===== src/rtl/cc_timer_pkg.sv =====
package cc_timer_pkg;
  typedef enum logic [1:0] {
    MD_STOP = 2'd0,
    MD_UP   = 2'd1,
    MD_CONT = 2'd2,
    MD_UPDN = 2'd3
  } tmr_mode_e;

  localparam logic [1:0] SRC_EXT = 2'd0;
  localparam logic [1:0] SRC_AUX = 2'd1;

  localparam logic [1:0] CIN_PIN = 2'd0;
  localparam logic [1:0] CIN_AUX = 2'd1;
endpackage


===== src/rtl/cc_tick_gen.sv =====
module cc_tick_gen #(
  parameter int DIV_W = 2,
  localparam int PRE_W = (1 << DIV_W) - 1
) (
  input  logic             clk,
  input  logic             rst_n,
  input  logic [1:0]       src_sel,
  input  logic [DIV_W-1:0] div_sel,
  input  logic             run,
  input  logic             restart,
  input  logic             ext_clk,
  input  logic             aux_clk,
  output logic             tick
);
  import cc_timer_pkg::*;

  logic             ext_q, aux_q;
  logic             pulse;
  logic [PRE_W-1:0] pre_q;
  logic [PRE_W-1:0] mask;

  always_ff @(posedge clk or negedge rst_n) begin
    if (!rst_n) begin
      ext_q <= 1'b0;
      aux_q <= 1'b0;
    end else begin
      ext_q <= ext_clk;
      aux_q <= aux_clk;
    end
  end

  always_comb begin
    case (src_sel)
      SRC_EXT: pulse = ext_clk & ~ext_q;
      SRC_AUX: pulse = aux_clk & ~aux_q;
      default: pulse = 1'b1;
    endcase
  end

  assign mask = ~({PRE_W{1'b1}} << div_sel);

  always_ff @(posedge clk or negedge rst_n) begin
    if (!rst_n)              pre_q <= '0;
    else if (restart)        pre_q <= '0;
    else if (run && pulse)   pre_q <= pre_q + 1'b1;
  end

  assign tick = run & pulse & ((pre_q & mask) == mask);

  // any divide above one forbids two steps in a row
  p_div_gap_r2: assert property (@(posedge clk) disable iff (!rst_n)
    (tick && div_sel != '0 && !restart) |=> !tick);
endmodule


===== src/rtl/cc_counter.sv =====
module cc_counter #(
  parameter int W = 16
) (
  input  logic                     clk,
  input  logic                     rst_n,
  input  cc_timer_pkg::tmr_mode_e  mode,
  input  logic                     tick,
  input  logic                     wr,
  input  logic [W-1:0]             wdata,
  input  logic [W-1:0]             period,
  output logic [W-1:0]             cnt,
  output logic [W-1:0]             cnt_nxt,
  output logic                     step,
  output logic                     ovf_set
);
  import cc_timer_pkg::*;

  logic [W-1:0] cnt_q;
  logic         down_q, down_d;
  logic         wrap;

  always_comb begin
    cnt_nxt = cnt_q;
    down_d  = 1'b0;
    wrap    = 1'b0;
    case (mode)
      MD_CONT: begin
        cnt_nxt = cnt_q + 1'b1;
        wrap    = &cnt_q;
      end
      MD_UP: begin
        if (cnt_q >= period) begin
          cnt_nxt = '0;
          wrap    = 1'b1;
        end else begin
          cnt_nxt = cnt_q + 1'b1;
        end
      end
      MD_UPDN: begin
        if (down_q || cnt_q >= period) begin
          if (cnt_q <= W'(1)) begin
            cnt_nxt = '0;
            down_d  = 1'b0;
            wrap    = (cnt_q == W'(1));
          end else begin
            cnt_nxt = cnt_q - 1'b1;
            down_d  = 1'b1;
          end
        end else begin
          cnt_nxt = cnt_q + 1'b1;
        end
      end
      default: begin
        cnt_nxt = cnt_q;
        down_d  = down_q;
      end
    endcase
  end

  always_ff @(posedge clk or negedge rst_n) begin
    if (!rst_n) begin
      cnt_q  <= '0;
      down_q <= 1'b0;
    end else if (wr) begin
      cnt_q  <= wdata;
      down_q <= 1'b0;
    end else if (tick) begin
      cnt_q  <= cnt_nxt;
      down_q <= down_d;
    end
  end

  assign cnt     = cnt_q;
  assign step    = tick & ~wr;
  assign ovf_set = step & wrap;

  // a stopped counter without a write keeps its value
  p_stop_hold_r3: assert property (@(posedge clk) disable iff (!rst_n)
    (mode == MD_STOP && !wr) |=> $stable(cnt_q));
  // a write lands one clock later
  p_write_load_r3: assert property (@(posedge clk) disable iff (!rst_n)
    wr |=> cnt_q == $past(wdata));
  // a step at or above the period returns to zero
  p_up_limit_r4: assert property (@(posedge clk) disable iff (!rst_n)
    (mode == MD_UP && step && cnt_q >= period) |=> cnt_q == '0);
  // a down-count overflow only comes from the value one
  p_updn_ovf_r6: assert property (@(posedge clk) disable iff (!rst_n)
    (ovf_set && mode == MD_UPDN) |-> cnt_q == W'(1));
endmodule


===== src/rtl/cc_channel.sv =====
module cc_channel #(
  parameter int W = 16
) (
  input  logic         clk,
  input  logic         rst_n,
  input  logic         cap_mode,
  input  logic [1:0]   in_sel,
  input  logic [1:0]   edge_sel,
  input  logic         pin,
  input  logic         aux,
  input  logic         sw,
  input  logic         wr,
  input  logic [W-1:0] wdata,
  input  logic [W-1:0] cnt,
  input  logic [W-1:0] cnt_nxt,
  input  logic         step,
  output logic [W-1:0] ccr,
  output logic         evt,
  output logic         eq_stb
);
  import cc_timer_pkg::*;

  logic         src, src_q;
  logic         rise, fall, cap, cmp;
  logic [W-1:0] ccr_q;
  logic         eq_q;

  always_comb begin
    case (in_sel)
      CIN_PIN: src = pin;
      CIN_AUX: src = aux;
      default: src = sw;
    endcase
  end

  always_ff @(posedge clk or negedge rst_n) begin
    if (!rst_n) src_q <= 1'b0;
    else        src_q <= src;
  end

  assign rise = src & ~src_q;
  assign fall = ~src & src_q;
  assign cap  = cap_mode & ((edge_sel[0] & rise) | (edge_sel[1] & fall));
  assign cmp  = ~cap_mode & step & (cnt_nxt == ccr_q);

  always_ff @(posedge clk or negedge rst_n) begin
    if (!rst_n) begin
      ccr_q <= '0;
      eq_q  <= 1'b0;
    end else begin
      eq_q <= cmp;
      if (wr)       ccr_q <= wdata;
      else if (cap) ccr_q <= cnt;
    end
  end

  assign ccr    = ccr_q;
  assign evt    = cap | cmp;
  assign eq_stb = eq_q;

  // a capture holds the counter value seen at the capturing edge
  p_cap_latch_r7: assert property (@(posedge clk) disable iff (!rst_n)
    (cap && !wr) |=> ccr_q == $past(cnt));
  // the strobe appears only while counter and register agree
  p_eq_match_r9: assert property (@(posedge clk) disable iff (!rst_n)
    (eq_q && !$past(wr)) |-> ccr_q == cnt);
endmodule


===== src/rtl/cc_irq_vec.sv =====
module cc_irq_vec #(
  parameter int NCH = 5,
  localparam int VW = $clog2(2 * NCH + 1)
) (
  input  logic           clk,
  input  logic           rst_n,
  input  logic [NCH-1:0] ch_set,
  input  logic           ovf_set,
  input  logic           irq0_clr,
  input  logic           vec_rd,
  output logic           irq0,
  output logic           irq_sh,
  output logic [VW-1:0]  vec
);
  logic [NCH-1:0] flag_q;
  logic [NCH-1:0] clr_ch;
  logic           ovf_q, clr_ovf, found;

  always_comb begin
    vec     = '0;
    clr_ch  = '0;
    clr_ovf = 1'b0;
    found   = 1'b0;
    clr_ch[0] = irq0_clr;
    for (int i = 1; i < NCH; i++) begin
      if (!found && flag_q[i]) begin
        found     = 1'b1;
        vec       = VW'(2 * i);
        clr_ch[i] = vec_rd;
      end
    end
    if (!found && ovf_q) begin
      vec     = VW'(2 * NCH);
      clr_ovf = vec_rd;
    end
  end

  for (genvar k = 0; k < NCH; k++) begin : g_flag
    always_ff @(posedge clk or negedge rst_n) begin
      if (!rst_n) flag_q[k] <= 1'b0;
      else        flag_q[k] <= ch_set[k] | (flag_q[k] & ~clr_ch[k]);
    end
  end

  always_ff @(posedge clk or negedge rst_n) begin
    if (!rst_n) ovf_q <= 1'b0;
    else        ovf_q <= ovf_set | (ovf_q & ~clr_ovf);
  end

  assign irq0   = flag_q[0];
  assign irq_sh = (|flag_q[NCH-1:1]) | ovf_q;

  // the shared request and a nonzero vector go together
  p_vec_req_r11: assert property (@(posedge clk) disable iff (!rst_n)
    irq_sh == (vec != '0));
  // a set on channel 0 is never lost to a clear
  p_set_wins_r10: assert property (@(posedge clk) disable iff (!rst_n)
    ch_set[0] |=> irq0);
  // reading the overflow code removes the overflow flag
  p_rd_ovf_r12: assert property (@(posedge clk) disable iff (!rst_n)
    (vec_rd && vec == VW'(2 * NCH) && !ovf_set) |=> !ovf_q);
  // reading channel 1 leaves the overflow flag as it was
  p_rd_keep_r12: assert property (@(posedge clk) disable iff (!rst_n)
    (vec_rd && vec == VW'(2) && ovf_q) |=> ovf_q);
endmodule


===== src/rtl/cc_timer.sv =====
module cc_timer #(
  parameter int CNT_W = 16,
  parameter int NCH   = 5,
  localparam int VEC_W = $clog2(2 * NCH + 1)
) (
  input  logic                 clk,
  input  logic                 rst_n,
  input  logic [1:0]           src_sel_i,
  input  logic [1:0]           div_sel_i,
  input  logic [1:0]           mode_sel_i,
  input  logic                 ext_clk_i,
  input  logic                 aux_clk_i,
  input  logic                 cnt_wr_i,
  input  logic [CNT_W-1:0]     cnt_wdata_i,
  output logic [CNT_W-1:0]     cnt_o,
  input  logic [NCH-1:0]       ch_capmode_i,
  input  logic [2*NCH-1:0]     ch_insel_i,
  input  logic [2*NCH-1:0]     ch_edge_i,
  input  logic [NCH-1:0]       ch_pin_i,
  input  logic [NCH-1:0]       ch_sw_i,
  input  logic [NCH-1:0]       ccr_wr_i,
  input  logic [CNT_W-1:0]     ccr_wdata_i,
  output logic [CNT_W*NCH-1:0] ccr_o,
  output logic [NCH-1:0]       cmp_eq_o,
  input  logic                 irq0_clr_i,
  output logic                 irq0_o,
  output logic                 irq_sh_o,
  input  logic                 vec_rd_i,
  output logic [VEC_W-1:0]     vec_o
);
  import cc_timer_pkg::*;

  tmr_mode_e        mode;
  logic             tick, step, ovf_set;
  logic [CNT_W-1:0] cnt, cnt_nxt;
  logic [NCH-1:0]   ch_evt;

  assign mode = tmr_mode_e'(mode_sel_i);

  cc_tick_gen #(.DIV_W(2)) u_tick (
    .clk     (clk),
    .rst_n   (rst_n),
    .src_sel (src_sel_i),
    .div_sel (div_sel_i),
    .run     (mode != MD_STOP),
    .restart (cnt_wr_i),
    .ext_clk (ext_clk_i),
    .aux_clk (aux_clk_i),
    .tick    (tick)
  );

  cc_counter #(.W(CNT_W)) u_cnt (
    .clk     (clk),
    .rst_n   (rst_n),
    .mode    (mode),
    .tick    (tick),
    .wr      (cnt_wr_i),
    .wdata   (cnt_wdata_i),
    .period  (ccr_o[CNT_W-1:0]),
    .cnt     (cnt),
    .cnt_nxt (cnt_nxt),
    .step    (step),
    .ovf_set (ovf_set)
  );

  for (genvar k = 0; k < NCH; k++) begin : g_ch
    cc_channel #(.W(CNT_W)) u_ch (
      .clk      (clk),
      .rst_n    (rst_n),
      .cap_mode (ch_capmode_i[k]),
      .in_sel   (ch_insel_i[2*k +: 2]),
      .edge_sel (ch_edge_i[2*k +: 2]),
      .pin      (ch_pin_i[k]),
      .aux      (aux_clk_i),
      .sw       (ch_sw_i[k]),
      .wr       (ccr_wr_i[k]),
      .wdata    (ccr_wdata_i),
      .cnt      (cnt),
      .cnt_nxt  (cnt_nxt),
      .step     (step),
      .ccr      (ccr_o[CNT_W*k +: CNT_W]),
      .evt      (ch_evt[k]),
      .eq_stb   (cmp_eq_o[k])
    );
  end

  cc_irq_vec #(.NCH(NCH)) u_vec (
    .clk      (clk),
    .rst_n    (rst_n),
    .ch_set   (ch_evt),
    .ovf_set  (ovf_set),
    .irq0_clr (irq0_clr_i),
    .vec_rd   (vec_rd_i),
    .irq0     (irq0_o),
    .irq_sh   (irq_sh_o),
    .vec      (vec_o)
  );

  assign cnt_o = cnt;

  // continuous mode wraps from all ones to zero on a step
  p_cont_wrap_r5: assert property (@(posedge clk) disable iff (!rst_n)
    (mode == MD_CONT && step && cnt == '1) |=> (cnt == '0 && irq_sh_o));
endmodule


===== config.mk =====
export PLATFORM = sky130hd
export DESIGN_NAME = cc_timer
export DESIGN_NICKNAME = d
export VERILOG_FILES = /design/src/rtl/cc_timer_pkg.sv /design/src/rtl/cc_tick_gen.sv /design/src/rtl/cc_counter.sv /design/src/rtl/cc_channel.sv /design/src/rtl/cc_irq_vec.sv /design/src/rtl/cc_timer.sv
export SDC_FILE = /design/constraint.sdc
export NUM_CORES = 1
export LEC_CHECK = 0
export ABC_AREA = 1
export BUFFER_PORTS_ARGS = -buffer_cell sky130_fd_sc_hd__buf_4
export CAP_MARGIN = 5
export CELL_PAD_IN_SITES_DETAIL_PLACEMENT = 1
export CELL_PAD_IN_SITES_GLOBAL_PLACEMENT = 2
export CORE_UTILIZATION = 32
export CTS_CLUSTER_SIZE = 8
export DETAILED_ROUTE_END_ITERATION = 8
export PLACE_DENSITY = 0.91
export SLEW_MARGIN = 30
export SYNTH_ARGS = -nofsm -noshare
export SYNTH_HDL_FRONTEND = slang
export SYNTH_HIERARCHICAL = 1
export SYNTH_SLANG_ARGS = --single-unit

===== constraint.sdc =====
create_clock -name clk -period 6 [get_ports clk]
set_input_delay 1.2 -clock clk [delete_from_list [all_inputs] [get_ports clk]]
set_output_delay 1.2 -clock clk [all_outputs]
set_load 0.01 [all_outputs]

==> results of run 1 <==
[cell type report]
type	instances	area share [%]
flip-flops and latches	118	23.7
inverters	216	6.53
clock buffers	18	3.44
multi-input cells	1231	48.1
repair buffers	217	13.1
clock inverters	14	1.14
well taps	396	3.97
[sequential cells by signal, indices dropped and copies added, names as in the netlist]
name	flops
g_ch.u_ch/src_q	5
u_vec/irq0	1
g_ch.u_ch/eq_stb	5
u_vec/flag_q	4
u_cnt/down_q	1
u_tick/aux_q	1
g_ch.u_ch/ccr	80
u_tick/ext_q	1
u_vec/ovf_q	1
u_tick/pre_q	3
u_cnt/cnt	16
[cells in the mapped netlist (8+ instances only)]
cell      count
a21boi_1     13
a21oi_1      11
a22oi_1      16
buf_2        22
clkbuf_1     11
dfrtp_1     118
ha_1         24
inv_1       191
inv_2        21
nand2_1     679
nand2_2       8
nand3_1     173
nand3_2      16
nand4_1      36
nor2_1      115
nor3_1       19
o21ai_0      11
xnor2_1      25
xor2_1       28
[worst register-to-register path, cell delays in order, from the launching register on]
cell	delay [ps]
dfrtp_1	840
ha_1	370
nand2_1	60
inv_1	50
nand2_1	60
a21oi_1	70
nor2_2	170
nand3_2	480
nand2_1	300
a21oi_1	90
nand2_1	100
nand2_1	410
nand2_1	260
nand2_1	70
nor2_1	150
nand2_1	70
nor2_1	90
nand3_1	80
nand2_1	60
o21bai_1	110
[power groups by stage]
stage | combinational [mW] | sequential, mW | clock, mW
3_5_place_dp | 1.36 | 1.08 | 0
5_1_grt | 1.51 | 1.08 | 1.09
3_3_place_gp | 1.33 | 1.08 | 0
2_1_floorplan | 0.767 | 1.06 | 0
4_1_cts | 1.37 | 1.06 | 1.06
6_report | 1.37 | 1.06 | 1.04
[cells in the final DEF (no fill, tap or decap), types with 4 or more instances in the layout]
cell type	n
xor2_1	28
dfrtp_1	118
a21oi_1	11
nor2_1	115
nor2_2	5
nand2_1	679
nand3_1	173
nand3_4	6
nand2_4	5
xnor2_1	25
or2_2	5
buf_4	216
or2_0	5
nor2_4	4
nand3_2	16
inv_6	5
a21boi_1	13
inv_2	26
clkbuf_16	17
and3_1	5
ha_1	24
nor3_1	19
inv_1	186
a22oi_1	16
nand4_1	36
nand2_2	8
o21ai_0	11
[kinds of logic after synthesis]
| family | Yosys count | share of synthesized area, % |
|---|---|---|
| AO/OA/AOI/OAI | 61 | 3.96 |
| XOR/XNOR | 53 | 4.60 |
| adder cells (fa/ha/maj) | 24 | 2.97 |
| buffers and inverters | 268 | 11.3 |
| flip-flops | 118 | 29.2 |
| other | 1 | 0.0371 |
| AND/OR/NAND/NOR | 1092 | 47.9 |
[worst paths after layout]
path | cells past startpoint | slack (ps) | startpoint | to
setup reg to reg | 19 | 2040 | u_cnt/cnt[10] | u_vec/irq0
setup / recovery | 19 | 2040 | u_cnt/cnt[10] | u_vec/irq0
max in group asynchronous | 2 | 4000 | rst_n | u_tick/pre_q[1]
hold / removal | 2 | 490 | u_vec/ovf_q | u_vec/ovf_q
min in group asynchronous | 1 | 750 | rst_n | g_ch[4].u_ch/eq_stb
hold reg to reg | 2 | 490 | u_vec/ovf_q | u_vec/ovf_q
[through the flow]
stage	worst slack [ps]	cell area [um2]
after CTS	2000	12500
after global routing	1660	12500
after floorplan	2540	10100
after detailed placement	1750	11900
final	2040	12500
after global placement	1890	11900
[routing by layer]
layer / up-vias / track usage (%) / wire, um
met5: - / 0 / 0
met4: 0 / 11.8 / 1870
met3: 95 / 4.44 / 2070
met2: 332 / 47.7 / 21300
met1: 5457 / 34.4 / 19300
li1: 5417 / - / -
==> impl_results.md, run 1 <==
* WS Path Type: flop to flop
* Synthesized Nets at 1726
* Clock root buffer: clkbuf_16
* Die ar. at 32300 um2
* Area contributors post-synth: dfrtp_1 (29%), nand2_1 (25%), nand3_1 (8.6%)
* WP data arrival at 4320 ps
* Main synth FF type: dfrtp_1
* CTS tree: done
* Synth cell types at 48
* Slowest cell on crit path: dfrtp_1
* Post-synth EDFFs at 0
* Hold WC Path Type: flop to flop
* Setup TNS at 0 ps
* Fin crit share at 66.1%
* Layout cells sized above 1 at 18.5%
* Post-synthesis cell count at 1617
* Yosys top cell by area: dfrtp_1
* Critical path data required time at 6350 ps
* RSZ-0062 raised after global routing: false
* CTS buffer count at 17
* Final worst path period need at 3960 ps
* Leakage at 6.99 nW
* Post-layout util at 40.5%
* H-tree depth at 4
* Die Y at 180 um
* Logic pwr share at 39.5%
* CP Launch Type: flop
* Crit path largest cell delay at 840 ps
* FF+latch area at 2950 um2
* Fin Hold WS at 494 ps
* Pwr Total at 3.47 mW
* Outcome: complete, but fails checks
* Sink Count at 118
* Core area at 30800 um2
* IO Pins at 192
* NumNets Final at 1910
* CTS resizes at 0
* Vias at 11301
* Starting Density at 32.8%
* Worst setup EP type: flop
* Die W at 180 um
* Final wirelength at 44600 um
* Final setup violation count at 0
* Worst skew pair latency at 440 ps
* Failing checks: DRC
* Reg power frac at 30.6%
* Pwr per Cell Area at 279 nW/um2
* Routability congestion estimate at 0.896
* Crit Path Max Fanout at 16
* Area grow syn2layout at 23.5%
* Final hold violation count at 0
* Register area share after synthesis at 29.2%
* Setup repair bufs after CTS at 0
* ANT cells at 0
* Post-route ant nets at 0
* Worst Max-Slew Pin Slew at 851 ps
* Slew margin rel. at 43.2%
* Starting DRC count in detailed routing at 797
* Switch share at 42.9%
* P_int at 1.98 mW
* Clock skew at 16.1 ps
* Critical-path cell list: ha_1, nand2_1, inv_1, nand2_1, a21oi_1, nor2_2, nand3_2, nand2_1, a21oi_1, nand2_1, nand2_1, nand2_1, nand2_1, nor2_1, nand2_1, nor2_1, nand3_1, nand2_1, o21bai_1
* Post-placement cell count at 2178
* Avg Cell Area, Syn at 6.25 um2
* Crit path max-delay family: simple AND/OR/NAND/NOR gates
* CP Buf/Inv Count at 1
* DR WL/cell at 20.2 um
* Total grt overflow at 0
* Largest net degree at the start of global routing at 71
* Top-area cell type share of the netlist area at 29.2%
* Max Cap Viol at 0
* DR pass1 iterations at 7
* Clock network power share at 29.8%
* FP Rows at 64
* Worst path most repeated cell: nand2_1
* Max VDD drop at 178 uV
* Slew Viols, Final at 0
* Area of the mapped netlist at 10100 um2
* Vias in the first global route at 11462
* Async S/R FF share, synth at 100%
* Clock-pin slew on the worst setup and hold paths at 70 ps
* Switch Pwr at 1.49 mW
* First-pass GRT wire length at 68000 um
* Ys Warns at 6
* # fillers at 4093
* Maximum clock insertion buffer count at 2
* Post-DP HPWL at 32600 um
* Post-route DRC at 16
* GRT Total Usage at 27.7%
* Multi-input logic area at 6000 um2
* PortBufs at 190
* Fmax at 0.252 GHz
* Number of synthesized register bits at 118
* Hold-fix buffers, CTS at 0
* Initial antenna violation count at 0
* Non-Filler Instances at 2210
* Vias per cell at 5.11
Note: power is estimated with default switching activity, not from simulation.
==> run 2: changes to the inputs <==
--- a/config.mk
+++ b/config.mk
@@ -5,15 +5,15 @@
 export SDC_FILE = /design/constraint.sdc
 export NUM_CORES = 1
 export LEC_CHECK = 0
-export ABC_AREA = 1
+export ABC_AREA = 0
 export BUFFER_PORTS_ARGS = -buffer_cell sky130_fd_sc_hd__buf_4
 export CAP_MARGIN = 5
 export CELL_PAD_IN_SITES_DETAIL_PLACEMENT = 1
 export CELL_PAD_IN_SITES_GLOBAL_PLACEMENT = 2
-export CORE_UTILIZATION = 32
+export CORE_UTILIZATION = 31
 export CTS_CLUSTER_SIZE = 8
 export DETAILED_ROUTE_END_ITERATION = 8
-export PLACE_DENSITY = 0.91
+export PLACE_DENSITY = 0.84
 export SLEW_MARGIN = 30
 export SYNTH_ARGS = -nofsm -noshare
 export SYNTH_HDL_FRONTEND = slang
==> constraint.sdc (replaced) <==
create_clock -name clk -period 3.5 [get_ports clk]
set_input_delay 0.7 -clock clk [delete_from_list [all_inputs] [get_ports clk]]
set_output_delay 0.7 -clock clk [all_outputs]
set_load 0.01 [all_outputs]
==> run 2 against run 1 <==
  * The flow finishes with violations (setup timing)
  * Cell area rose by 7.0%
  * Area after synthesis shrank 7.2%
  * Flip-flop and latch count unchanged
  * First-iteration DRC count is 24% higher
  * Clock skew shrank 4.3 ps
  * Utilization rose by 4.4 points
  * Critical path depth fell by 2
==> impl_results.md, run 2 <==
* Post-layout util at 44.9%
* DR pass1 iterations at 7
* Most common library cell in the layout ignoring fill and taps: buf_4
* Final hold violation count at 0
* Maximum clock insertion buffer count at 2
* Fmax at 0.270 GHz
* Failing checks: setup timing
* Worst setup EP type: flop
* Slew Viols, Final at 0
* Vias per cell at 6.17
* CP Launch Type: flop
* Starting Density at 31.5%
* Area grow syn2layout at 42.4%
* Fin crit share at 106%
* Commonest cells after routing, fill and taps aside: buf_4 (351), dfrtp_1 (118), nand3_1 (94), nand4_1 (86), a22oi_1 (81)
* Hold WC Path Type: input port to asynchronous set/reset pin
* Final WS setup at -199 ps
* Post-synth EDFFs at 0
* Worst skew pair latency at 430 ps
* DR WL/cell at 25.1 um
* Number of synthesized register bits at 118
* WS Path Type: flop to flop
* Vias at 10864
* Post-DP HPWL at 33400 um
* Crit Path Max Fanout at 5
* Max VDD drop at 262 uV
* Clock-pin slew on the worst setup and hold paths at 60 ps
* Initial antenna violation count at 0
* Core area at 29700 um2
* Total grt overflow at 0
* Clock root buffer: clkbuf_16
* Synth cell types at 76
* IO Pins at 192
* First-pass GRT wire length at 67000 um
* Die ar. at 30900 um2
* Cell with the most instances after synthesis: dfrtp_1
* Starting DRC count in detailed routing at 990
* Final worst path period need at 3700 ps
* Slew margin rel. at 33.9%
* Main synth FF type: dfrtp_1
* FF+latch area at 2950 um2
* Final wirelength at 44200 um
* Area contributors post-synth: dfrtp_1 (32%), o2111ai_1 (7.5%), a22oi_1 (6.5%)
* H-tree depth at 4
* Pwr Total at 6.17 mW
* Pwr per Cell Area at 462 nW/um2
* WP data arrival at 4060 ps
* Die Y at 176 um
* Outcome: complete, but fails checks
* Routability congestion estimate at 0.933
* Worst Max-Slew Pin Slew at 991 ps
* Post-route ant nets at 0
* Multi-input logic area at 6230 um2
* Async S/R FF share, synth at 100%
* Yosys top cell by area: dfrtp_1
* FP Rows at 63
* GRT Total Usage at 28.2%
* Die W at 176 um
* Leakage at 5.72 nW
* Largest register FFs at 80
* Critical path data required time at 3870 ps
* ANT cells at 0
* Setup TNS at -1310 ps
* Post-route DRC at 0
* Sink Count at 118
* Fin Hold WS at 312 ps
* Largest net degree at the start of global routing at 53
* Ys Warns at 6
* Hold-fix buffers, CTS at 0
* Top-area cell type share of the netlist area at 31.5%
* Final setup violation count at 10
* Avg Cell Area, Syn at 8.92 um2
* CTS tree: done
* Clock skew at 11.8 ps
* Max Cap Viol at 0
* RSZ-0062 raised after global routing: true
* Post-synthesis cell count at 1051
* Synthesized Nets at 1160
* Layout cells sized above 1 at 36.4%
* Dpl ws at -405 ps
* PortBufs at 190
* # fillers at 3465
* Most frequent cells after synthesis: dfrtp_1 (118), nand3_1 (94), nand4_1 (86), a22oi_1 (81), o2111ai_1 (80)
* Register area share after synthesis at 31.5%
* CTS buffer count at 17
* Area of the mapped netlist at 9370 um2
* NumNets Final at 1468
* Vias in the first global route at 11250
run 2: changes by cell type after synthesis, sizes merged, moves of 19 or more:
cell and delta:
a22oi +65, clkbuf +44, inv -169, nand2 -649, nand3 -101, nand4 +49, nor2 -85, o2111ai +80
o21ai +36, o31ai +19, xor2 +33
run 2: kinds of logic (layout without fill, tap and decap cells):
kind of cell / Yosys count / in the layout / synth area share [%]
flip-flops: 118 / 118 / 31.5
AO/OA/AOI/OAI: 321 / 321 / 27.6
XOR/XNOR: 84 / 84 / 7.85
multiplexers: 14 / 14 / 1.84
AND/OR/NAND/NOR: 358 / 358 / 21.1
adder cells (fa/ha/maj): 24 / 24 / 3.20
buffers and inverters: 131 / 452 / 6.85
other: 1 / 1 / 0.0400
run 2: area by class of cell:
type / count / area share (%)
Sequential cell: 118 / 22.1
Timing Repair Buffer: 375 / 22.0
Clock inverter: 12 / 0.966
Inverter: 45 / 1.27
Multi-Input combinational cell: 802 / 46.7
Tap cell: 390 / 3.66
Clock buffer: 20 / 3.27
run 2: repair_timing:
action	CTS	global route
gates cloned	0	1
gates resized for setup	45	69
setup endpoints to repair	10	10
pin swaps	26	42
buffers inserted	15	28
run 2: critical path: stages (launching register included):
cell and delay [ps]:
dfrtp_1 410, ha_4 290, buf_6 80, nand4_1 150, nor4_2 330, o21ai_2 130
nand4_1 210, buf_6 170, nand2_1 80, buf_4 170, o22a_1 240, o21ai_4 300
buf_4 170, xor2_1 60, nor4_1 160, nand4b_1 270, o31ai_4 280, a21o_1 120
run 2: power by group:
part / switching [mW] / internal [mW]
combinational: 1.45 / 1.16
sequential: 0.260 / 1.54
clock: 0.713 / 1.05
run 2: final timing paths:
path / slack [ps] / from / endpoint / cells past startpoint
setup reg to reg: -200 / u_cnt/cnt[13] / u_vec/flag_q[2] / 17
hold / removal: 310 / rst_n / g_ch[1].u_ch/src_q / 1
setup / recovery: -200 / u_cnt/cnt[13] / u_vec/flag_q[2] / 17
min in group clk: 380 / ext_clk_i / u_tick/ext_q / 1
max in group asynchronous: 2330 / rst_n / u_cnt/cnt[8] / 2
hold reg to reg: 570 / u_vec/flag_q[4] / u_vec/flag_q[4] / 1
run 2: per-layer routing:
metal  vias to the layer above  track usage [%]  routed length, um
met5                         -                0                  0
met4                         0             10.4               1180
met3                        74             4.65               2890
met2                       481             49.0              22200
met1                      5535             34.8              17900
li1                       4774                -                  -
run 2: stage by stage:
step	cells	area [um2]
2_1_floorplan	1051	9370
3_3_place_gp	1691	11900
3_5_place_dp	1691	12000
4_1_cts	1736	12800
5_1_grt	1762	13300
6_report	1762	13300
==> run 3: changes to the inputs <==
--- a/config.mk
+++ b/config.mk
@@ -6,14 +6,15 @@
 export NUM_CORES = 1
 export LEC_CHECK = 0
 export ABC_AREA = 0
-export BUFFER_PORTS_ARGS = -buffer_cell sky130_fd_sc_hd__buf_4
 export CAP_MARGIN = 5
 export CELL_PAD_IN_SITES_DETAIL_PLACEMENT = 1
 export CELL_PAD_IN_SITES_GLOBAL_PLACEMENT = 2
-export CORE_UTILIZATION = 31
+export CORE_UTILIZATION = 35
 export CTS_CLUSTER_SIZE = 8
 export DETAILED_ROUTE_END_ITERATION = 8
-export PLACE_DENSITY = 0.84
+export DONT_BUFFER_PORTS = 1
+export GPL_TIMING_DRIVEN = 0
+export PLACE_DENSITY = 0.82
 export SLEW_MARGIN = 30
 export SYNTH_ARGS = -nofsm -noshare
 export SYNTH_HDL_FRONTEND = slang
==> run 3 against run 2 <==
  * Maximum frequency fell by 8.0%
  * The flow finishes with violations (DRC, setup timing)
  * Cell area fell by 11%
  * Register-to-register slack got worse by 320 ps
  * Highest routed layer is now met5
==> impl_results.md, run 3 (same netlist as run 2, synthesis figures left out) <==
* FP Rows at 59
* Failing checks: DRC, setup timing
* WS Path Type: flop to flop
* Layout cells sized above 1 at 24.3%
* Starting DRC count in detailed routing at 892
* Reg2Reg Depth at 13
* Final WS setup at -519 ps
* H-tree depth at 4
* NumNets Final at 1251
* Post-route DRC at 36
* Final wirelength at 48100 um
* Starting Density at 35.9%
* Max VDD drop at 248 uV
* Vias at 10328
* DR WL/cell at 32.3 um
* Vias in the first global route at 10433
* Vias per cell at 6.94
* CTS tree: done
* Outcome: complete, but fails checks
* Hold WC Path Type: input port to asynchronous set/reset pin
* DR pass1 iterations at 8
* WP data arrival at 4400 ps
* Slew margin rel. at 45.7%
* Slew Viols, Final at 0
* Clock root buffer: clkbuf_16
* Die ar. at 27400 um2
* Area grow syn2layout at 27.3%
* GRT Total Usage at 33.2%
* Post-route ant nets at 0
* Crit Path Max Fanout at 7
* IO Pins at 192
* Critical R2R Capture: u_vec/flag_q[3]
* Pwr Total at 5.99 mW
* Worst setup EP type: flop
* Max Cap Viol at 0
* Largest register FFs at 80
* Routability congestion estimate at 0.914
* Commonest cells after routing, fill and taps aside: nand3_1 (94), dfrtp_1 (89), nand4_1 (86), a22oi_1 (81), o2111ai_1 (80)
* ANT cells at 0
* Worst Max-Slew Pin Slew at 814 ps
* Fin crit share at 115%
* Sink Count at 118
* Pwr per Cell Area at 502 nW/um2
* Clock-pin slew on the worst setup and hold paths at 70 ps
* Worst skew pair latency at 440 ps
* Most common library cell in the layout ignoring fill and taps: nand3_1
* Total grt overflow at 0
* Largest net degree at the start of global routing at 119
* Final hold violation count at 0
* Maximum clock insertion buffer count at 2
* Fmax at 0.249 GHz
* Final setup violation count at 10
* First-pass GRT wire length at 68100 um
* Die Y at 166 um
* Leakage at 4.57 nW
* CTS buffer count at 17
* CP Launch Type: flop
* Post-placement cell area at 9940 um2
* Critical path data required time at 3880 ps
* PortBufs at 0
* Final instance area at 11900 um2
* # fillers at 2965
* Final worst path period need at 4020 ps
* CP startpoint: u_cnt/cnt[0]
* R2R Path Start: u_cnt/cnt[0]
* RSZ-0062 raised after global routing: true
* Core area at 26100 um2
* Clock skew at 16.6 ps
* R2R setup slack at -520 ps
* Initial antenna violation count at 1
* Die W at 166 um
* Post-DP HPWL at 30200 um
==> run 3: cell types whose count changed in the layout (fill, tap and decap cells not counted), moves of 7 or more <==
| cell | change |
|---|---|
| clkbuf_4 | +10 |
| dfrtp_4 | +13 |
| nor4_2 | -9 |
| buf_6 | +7 |
| clkbuf_1 | +39 |
| buf_4 | -293 |
| dfrtp_2 | +16 |
| dfrtp_1 | -29 |
| o21ai_0 | -7 |
==> run 3: power by group <==
| part | switching (mW) | leakage (nW) | internal [mW] | total [mW] |
|---|---|---|---|---|
| Clock | 0.755 | 0.290 | 1.13 | 1.88 |
| Sequential | 0.501 | 1.38 | 1.56 | 2.06 |
| Combinational | 1.20 | 2.90 | 0.846 | 2.05 |
| Total | 2.46 | 4.57 | 3.53 | 5.99 |
==> run 3: cell type report <==
cell class / instances / area, um2 / share of cell area (%)
Clock buffer: 17 / 425 / 3.57
Timing Repair Buffer: 73 / 734 / 6.15
Sequential cell: 118 / 3020 / 25.3
Buffer: 85 / 522 / 4.37
Multi-Input combinational cell: 802 / 6460 / 54.1
Inverter: 45 / 174 / 1.46
Clock inverter: 14 / 176 / 1.48
Tap cell: 335 / 419 / 3.51
==> run 3: layer usage <==
metal	vias to the layer above	wire, um	global-route usage (%)
met5	-	9	0
met4	2	3070	17.7
met3	165	5050	9.46
met2	635	22000	53.5
met1	5169	18000	40.0
li1	4357	-	-
==> run 3: timing repair <==
action                                  CTS  global route
hold endpoints to repair                118             0
pin swaps                                48            32
gates resized for setup                 122            52
setup buffers                            36            27
endpoints found under the setup margin   21            10
gates cloned                              1             3
hold buffers                              1             0
==> run 3: how the worst max path moves through the flow <==
stage / to / slack (ps) / depth (start not counted)
6_report: u_vec/flag_q[3] / -520 / 13
5_1_grt: u_vec/irq0 / -610 / 18
4_1_cts: u_vec/flag_q[4] / -300 / 15
3_5_place_dp: u_vec/flag_q[4] / -1630 / 16
3_3_place_gp: u_vec/flag_q[4] / -2350 / 14
2_1_floorplan: u_vec/flag_q[1] / 40 / 14
==> run 3: critical path, cell delays in order (launching register included) <==
cell,delay (ps)
dfrtp_4,540
ha_1,330
and3_1,370
nand4_1,310
nor2_1,420
a21boi_0,300
o21ai_0,120
o31a_2,430
buf_4,190
xor2_1,140
nor4_1,230
nand2_1,170
o31ai_4,280
nand2b_1,130
==> run 3: through the flow <==
| step | setup TNS [ps] | util, % | hold WS [ps] | cells | worst slack [ps] |
|---|---|---|---|---|---|
| floorplan | 0 | - | 404 | 1051 | 40.1 |
| global placement | -20650 | 37.5 | 409 | 1386 | -2350 |
| detailed placement | -14320 | 38.0 | 410 | 1391 | -1630 |
| CTS | -2460 | 43.7 | 273 | 1460 | -305 |
| global route | -5410 | 45.7 | 283 | 1489 | -605 |
| finish | -4550 | 45.7 | 239 | 1489 | -519 |
